==> src/rtl/clt_pkg.sv <==
// Shared helpers for the central-limit noise accumulator.
// Assumes group sizes are powers of two.
package clt_pkg;

    // Mean correction in input LSBs for a group of 2**log2_a samples:
    // each sample is biased by -1/2 LSB, so the group needs +A/2.
    function automatic int unsigned group_bias_lsb(input int unsigned log2_a);
        return (32'd1 << log2_a) >> 1;
    endfunction

endpackage

==> src/rtl/clt_group_ctr.sv <==
// Group counter: counts accepted samples modulo A = 2**LOG2_A.
// Flags the first and the last position of the current group.
// Assumes LOG2_A >= 1. Synchronous active-low reset.
module clt_group_ctr #(
    parameter int LOG2_A = 2
) (
    input  logic clk,
    input  logic rst_n,
    input  logic in_valid,
    output logic first,
    output logic last
);
    localparam int A = 1 << LOG2_A;

    logic [LOG2_A-1:0] cnt;

    // Position decode for the sample presented this cycle.
    always_comb begin
        first = (cnt == '0);
        last  = (cnt == LOG2_A'(A - 1));
    end

    // Advance once per accepted sample, wrapping after A.
    always_ff @(posedge clk) begin
        if (!rst_n)
            cnt <= '0;
        else if (in_valid)
            cnt <= last ? '0 : cnt + 1'b1;
    end

    // idle cycles leave the count untouched
    a_r4_idle_hold: assert property (@(posedge clk) disable iff (!rst_n)
        !in_valid |=> $stable(cnt));

    // a completed group always brings the count back to zero
    a_r2_wrap_zero: assert property (@(posedge clk) disable iff (!rst_n)
        (in_valid && last) |=> (cnt == '0));

endmodule

==> src/rtl/clt_group_sum.sv <==
// Group summer: accumulates sign-extended samples and, on the last
// sample of a group, registers the sum plus the mean correction.
// The wider word needs no saturation: A*(2**(IN_W-1)-1)+A/2 fits.
// Synchronous active-low reset.
module clt_group_sum #(
    parameter int IN_W   = 9,
    parameter int LOG2_A = 2
) (
    input  logic                     clk,
    input  logic                     rst_n,
    input  logic                     in_valid,
    input  logic [IN_W-1:0]          in_data,
    input  logic                     first,
    input  logic                     last,
    output logic                     out_valid,
    output logic [IN_W+LOG2_A-1:0]   out_data
);
    localparam int SUM_W = IN_W + LOG2_A;
    localparam logic [SUM_W-1:0] CORR = SUM_W'(clt_pkg::group_bias_lsb(LOG2_A));

    logic [SUM_W-1:0] acc;
    logic [SUM_W-1:0] in_ext;
    logic [SUM_W-1:0] partial;

    // Sign-extend the sample and add it to a fresh or running sum.
    always_comb begin
        in_ext  = {{LOG2_A{in_data[IN_W-1]}}, in_data};
        partial = (first ? '0 : acc) + in_ext;
    end

    // Running sum update and result register.
    always_ff @(posedge clk) begin
        if (!rst_n) begin
            acc       <= '0;
            out_data  <= '0;
            out_valid <= 1'b0;
        end else begin
            out_valid <= in_valid && last;
            if (in_valid)
                acc <= partial;
            if (in_valid && last)
                out_data <= partial + CORR;
        end
    end

    // the first sample of a group replaces, not extends, the sum
    a_r7_fresh_group: assert property (@(posedge clk) disable iff (!rst_n)
        (in_valid && first) |=> (acc == {{LOG2_A{$past(in_data[IN_W-1])}}, $past(in_data)}));

    // result only moves together with the valid pulse
    a_r6_hold: assert property (@(posedge clk) disable iff (!rst_n)
        !out_valid |-> $stable(out_data));

endmodule

==> src/rtl/clt_noise_accum.sv <==
// Central-limit noise accumulator top level.
// Sums A = 2**LOG2_A valid samples, adds A/2 LSBs to cancel the
// one's-complement bias, and outputs the result with LOG2_A/2 more
// fractional bits so the deviation is divided by sqrt(A).
// Assumes LOG2_A is even and >= 2. Synchronous active-low reset.
module clt_noise_accum #(
    parameter int IN_W      = 9,
    parameter int FRAC_BITS = 6,
    parameter int LOG2_A    = 2
) (
    input  logic                   clk,
    input  logic                   rst_n,
    input  logic                   in_valid,
    input  logic [IN_W-1:0]        in_data,
    output logic                   out_valid,
    output logic [IN_W+LOG2_A-1:0] out_data
);
    // Output fraction width: the binary-point shift is the scaling.
    localparam int OUT_FRAC = FRAC_BITS + LOG2_A / 2;

    logic first;
    logic last;

    clt_group_ctr #(.LOG2_A(LOG2_A)) i_ctr (
        .clk      (clk),
        .rst_n    (rst_n),
        .in_valid (in_valid),
        .first    (first),
        .last     (last)
    );

    clt_group_sum #(.IN_W(IN_W), .LOG2_A(LOG2_A)) i_sum (
        .clk       (clk),
        .rst_n     (rst_n),
        .in_valid  (in_valid),
        .in_data   (in_data),
        .first     (first),
        .last      (last),
        .out_valid (out_valid),
        .out_data  (out_data)
    );

    // the pulse never lasts longer than one cycle
    a_r2_single_pulse: assert property (@(posedge clk) disable iff (!rst_n)
        out_valid |=> !out_valid);

    // a pulse always follows an accepted group-closing sample
    a_r3_after_last: assert property (@(posedge clk) disable iff (!rst_n)
        out_valid |-> $past(in_valid && last));

    // Parameter sanity for the shift-based scaling
    initial a_r5_frac_even: assert (LOG2_A % 2 == 0 && OUT_FRAC > FRAC_BITS);

endmodule

==> config.mk <==
export PLATFORM = sky130hd
export DESIGN_NAME = clt_noise_accum
export DESIGN_NICKNAME = d
export VERILOG_FILES = /design/src/rtl/clt_pkg.sv /design/src/rtl/clt_group_ctr.sv /design/src/rtl/clt_group_sum.sv /design/src/rtl/clt_noise_accum.sv
export SDC_FILE = /design/constraint.sdc
export NUM_CORES = 1
export LEC_CHECK = 0
export BUFFER_PORTS_ARGS = -buffer_cell sky130_fd_sc_hd__buf_4
export CAP_MARGIN = 20
export CELL_PAD_IN_SITES_DETAIL_PLACEMENT = 0
export CELL_PAD_IN_SITES_GLOBAL_PLACEMENT = 1
export CORE_MARGIN = 2
export CORE_UTILIZATION = 43
export CTS_CLUSTER_SIZE = 40
export DETAILED_ROUTE_END_ITERATION = 12
export PLACE_DENSITY_LB_ADDON = 0.1
export SLEW_MARGIN = 20
export SYNTH_ARGS = -nofsm -noshare
export SYNTH_HDL_FRONTEND = slang
export SYNTH_SLANG_ARGS = --single-unit
==> constraint.sdc <==
create_clock -name clk -period 4.4 [get_ports clk]
set_input_delay 0.66 -clock clk [delete_from_list [all_inputs] [get_ports clk]]
set_output_delay 0.66 -clock clk [all_outputs]
set_load 0.03 [all_outputs]
== Yosys cells after proc, flatten, opt, wreduce, memory -nomap -nowiden ==
Cells that the tools add are included.
Word-level totals
  input bits: 12
  register bits after elaboration: 25
  output and inout port bits: 12
Cells by class
  reduce and logical (&&, ||, !) cells: 2
  equality and inequality tests: 1
  mux-type cells: 2
  $add $sub $neg: 3
Operators with widths (number)
  $add 11x11->11: 1
  $add 11x2->11 const B: 1
  $mux 11: 1
  $add 2x1->2 const B: 1
  $eq 2x2->1 const B: 1
  $logic_not 2->1: 1
  $mux 2: 1
  $logic_and 1x1->1: 1

== Depth between registers and ports, before layout ==
  depth after elaboration: 4
  gate-level depth with buffers: 13
  depth with buffers taken out: 11

== Hierarchy ==
Synthesis repeated with hierarchy kept, for this count alone.
Unflattened totals
  cells, all modules: 172
  area total of the unflattened synthesis: 1596.5 um^2
By module, submodules not included
  clt_group_sum: sequential area each 460.4 um^2, times used 1, area each 1481.4 um^2, cells each 161
  clt_group_ctr: sequential area each 40.0 um^2, times used 1, area each 115.1 um^2, cells each 11

== Worst setup path before layout ==
No wires, ideal clock.
  path kind: register -> register
  start: register i_ctr.cnt[0]
  end: register i_sum.out_data[10]
  data arrival time: 3.068 ns
  cell stages (with the launch flop): 13
  data required time: 4.266 ns
  path buffers: 1
  setup slack: 1.198 ns
  library setup time: 0.134 ns
  clock period less this slack: 3.202 ns
  path through: dfxtp_1 inv_1 ha_1 clkbuf_1 nor2b_1 ha_1 fa_1 a211oi_2 o31ai_4 xor2_2 or4b_4 a2111oi_1 a211oi_1
On the way
  cells in the longest elaborated chain, start to end: 4
  elaborated cells on any way between the ends: 6
  those cells by class: add/sub (2); eq/ne (1); mux (1); reduce/logical (2)
Ends and longest elaborated chain
  from (decl): line clt_group_ctr.sv:15  | logic [LOG2_A-1:0] cnt;
  from (signal assigned): line clt_group_ctr.sv:28  | cnt <= last ? '0 : cnt + 1'b1;
  $logic_not 2->1: line clt_group_ctr.sv:19  | first = (cnt == '0);
  $mux 11: line clt_group_sum.sv:28  | partial = (first ? '0 : acc) + in_ext;
  $add 11x11->11: line clt_group_sum.sv:28
  $add 11x2->11: line clt_group_sum.sv:42  | out_data <= partial + CORR;
  to (signal assigned): line clt_group_sum.sv:42
  to (decl): line clt_group_sum.sv:16  | output logic [IN_W+LOG2_A-1:0] out_data
Several ways; a longest one is shown, not always the timed one.
A chain may end at the register's enable or synchronous reset.

== Worst setup path after layout ==
Same ends and word-level chain as after synthesis.

==> flow_summary.json <==
{
  "drt_iter0_markers": 37,
  "drive_gt1_frac": 0.1518,
  "cts_hold_buf": 0,
  "ir_drop_uv": 128.3,
  "cts.sinks": 25,
  "cts_setup_buffers": 0,
  "die_h_um": 67.48,
  "slowest_delay_ns": 0.51,
  "combPwrFrac": 0.303,
  "fp-row-count": 23,
  "final-setup-viol-count": 0,
  "max_freq_mhz": 291.7,
  "path_clk_slew_ns": 0.10,
  "die_w_um": 67.48,
  "seqPwrFrac": 0.441,
  "netSwitchingFraction": 0.3320,
  "nets": 251,
  "grt_max_degree": 21,
  "gp_congestion": 0.8582,
  "grt_overflow": 0,
  "p_per_area_nw_per_um2": 283.8,
  "cp_slowest_cell": "or4b_4",
  "grt_pass1_vias": 1455,
  "totalWireLength_um": 4030,
  "antenna_found_initial": 0,
  "synth.distinct_cells": 48,
  "cp.required_ns": 4.55,
  "drc": 0,
  "critPathMostFrequentCell": "ha_1",
  "dp_slack_ns": 0.9632,
  "clockPowerShare": 0.256,
  "crit_fanout": 11,
  "hold_path_class": "flip-flop to flip-flop",
  "max_cap_viol_count": 0,
  "fin_ws_ns": 0.9723,
  "htree_levels": 1,
  "syn_nets": 234,
  "initial_utilization": 0.4395,
  "crit_chain": "inv_1 > ha_1 > nor2b_1 > ha_1 > fa_1 > a211oi_2 > o31ai_4 > xor2_2 > or4b_4 > a2111oi_1 > a211oi_1",
  "io_pins": 24,
  "ant_nets": 0,
  "p_int_mw": 0.3723,
  "viasPerCell": 5.489,
  "num_antenna_cells": 0,
  "relSlewSlack": 0.5610,
  "fin_crit_ns": 3.428,
  "critPathKind": "flip-flop to flip-flop",
  "hpwl_um": 3097,
  "hold_viol_final": 0,
  "crit_buf_inv": 1,
  "clockRootBuffer": "clkbuf_8",
  "die-area_um2": 4554,
  "track_usage": 0.1942,
  "synth_seq_cells": 25,
  "ys.flop_type": "dfxtp_1",
  "crit_family": "adder cells",
  "cts_resized": 0,
  "wl_per_cell_um": 14.71,
  "slew_violations": 0,
  "fin_setup_tns_ns": 0,
  "drt-pass1-iter-count": 4,
  "ys_seq_area_frac": 0.2888,
  "clock_latency_ns": 0.27,
  "area_delta_synth_final_pct": 13.36,
  "syn_inst": 208,
  "final_cells": 274,
  "power.switching_mw": 0.1851,
  "synth_warnings": 0,
  "dpl.cell_count": 270,
  "grt_pass1_wl_um": 6720,
  "rsz0062_at_grt": "no",
  "cellLeakagePower_nw": 0.7930,
  "vias": 1504,
  "cts_tree": "yes",
  "finClkSkew_ns": 0.002541,
  "clk_path_buf_depth": 2,
  "cp.arrival_ns": 3.58,
  "mappedNetlistArea_um2": 1733,
  "end_kind": "flip-flop",
  "cp-start-kind": "flip-flop",
  "avgSynthCellArea_um2": 8.331,
  "core-area_um2": 3943,
  "synth-edff-count": 0,
  "status": "finished, final reports clean",
  "port_buffers": 23,
  "cts_buffers": 3,
  "synthArstFlopShare": 0,
  "tightest_slew_ns": 0.6578,
  "min_period_over_period": 0.7790
}
[placed cells by master (no fill, tap or decap), drive strengths merged, types with 2 or more instances in the layout]
master	Yosys	routed
or4b	2	2
xnor2	7	7
buf	1	23
nor2b	13	13
ha	13	13
or3b	2	2
nor3	4	4
nor2	23	23
nand3	8	8
dfxtp	25	25
o211ai	3	3
clkbuf	10	3
mux2i	11	11
a211oi	7	7
and2	3	3
a21oi	12	12
and3	3	3
nand4	3	3
nand2	11	11
or2	2	2
nor3b	2	2
inv	8	8
xor2	3	3
nand2b	2	2
a31oi	2	2
o21ai	12	12
[sequential cells by signal, indices dropped and copies added, names as in the netlist]
signal	count
i_sum.acc	11
i_sum.out_data	11
i_ctr.cnt	2
i_sum.out_valid	1
[cell usage after synthesis, types with 3 or more instances]
| master | n | area [um2] |
|---|---|---|
| nand2_1 | 11 | 41.29 |
| nor2_1 | 23 | 86.33 |
| nand4_1 | 3 | 18.77 |
| and2_1 | 3 | 18.77 |
| and3_1 | 3 | 18.77 |
| a211oi_1 | 6 | 45.04 |
| nor3_1 | 4 | 20.02 |
| o211ai_1 | 3 | 22.52 |
| mux2i_1 | 11 | 110.1 |
| nand3_1 | 8 | 40.04 |
| nor2b_1 | 13 | 81.33 |
| clkbuf_1 | 9 | 33.78 |
| inv_1 | 8 | 30.03 |
| o21ai_0 | 12 | 60.06 |
| a21oi_1 | 12 | 60.06 |
| xnor2_1 | 7 | 61.31 |
| ha_1 | 13 | 162.7 |
| dfxtp_1 | 25 | 500.5 |
[logic make-up (layout without fill, tap and decap cells)]
group                    after synthesis  after routing  synth area share
AO/OA/AOI/OAI                         47             47            0.1848
XOR/XNOR                              10             10           0.05488
adder cells (fa/ha/maj)               14             14            0.1054
buffers and inverters                 19             35           0.04765
flip-flops                            25             25            0.2888
multiplexers                          11             11           0.06354
AND/OR/NAND/NOR                       82             82            0.2549
[per-stage QoR]
stage / power (mW) / utilization / instance area [um2] / hold slack, ns
CTS: 0.5680 / 0.4983 / 1964 / 0.4814
global placement: 0.4148 / 0.4859 / 1916 / 0.4481
finish: 0.5574 / 0.4983 / 1964 / 0.4785
global route: 0.5944 / 0.4983 / 1964 / 0.5009
floorplan: 0.3790 / - / 1733 / 0.4459
detailed placement: 0.4194 / 0.4859 / 1916 / 0.4635
[per-layer routing]
| layer | wire (um) | share of wire | vias up | GRT usage |
|---|---|---|---|---|
| met5 | 0 | 0 | - | 0 |
| met1 | 1821 | 0.45 | 711 | 0.2410 |
| met3 | 83 | 0.021 | 2 | 0.02500 |
| met4 | 19 | 0.0047 | 0 | 0.04337 |
| li1 | - | - | 776 | - |
| met2 | 2105 | 0.52 | 15 | 0.3542 |
[final timing paths]
path	start	endpoint	slack (ns)	depth (start not counted)
worst max-delay path	i_ctr.cnt[0]	i_sum.out_data[10]	0.97	11
worst min-delay path	i_sum.out_data[2]	i_sum.out_data[2]	0.48	2
worst max register to register	i_ctr.cnt[0]	i_sum.out_data[10]	0.97	11
worst min register to register	i_sum.out_data[2]	i_sum.out_data[2]	0.48	2
[area by class of cell]
| class | instances | area, um2 |
|---|---|---|
| Inverter | 8 | 30.03 |
| Timing Repair Buffer | 23 | 172.7 |
| Tap cell | 50 | 62.56 |
| Clock inverter | 1 | 7.507 |
| Multi-Input combinational cell | 164 | 1150 |
| Fill cell | 398 | 1978 |
| Sequential cell | 25 | 500.5 |
| Clock buffer | 3 | 41.29 |
[power by group through the flow]
stage	clock [mW]	sequential, mW	combinational [mW]
final	0.143	0.246	0.169
after global routing	0.159	0.247	0.189
after floorplan	0	0.252	0.127
after detailed placement	0	0.251	0.168
after CTS	0.153	0.246	0.169
after global placement	0	0.251	0.164
[worst min-delay path, cell delays in order (launching register included)]
cell and delay, ns:
dfxtp_1 0.32, nand2_1 0.06, a21oi_1 0.06
Note: power is estimated with default switching activity, not from simulation.
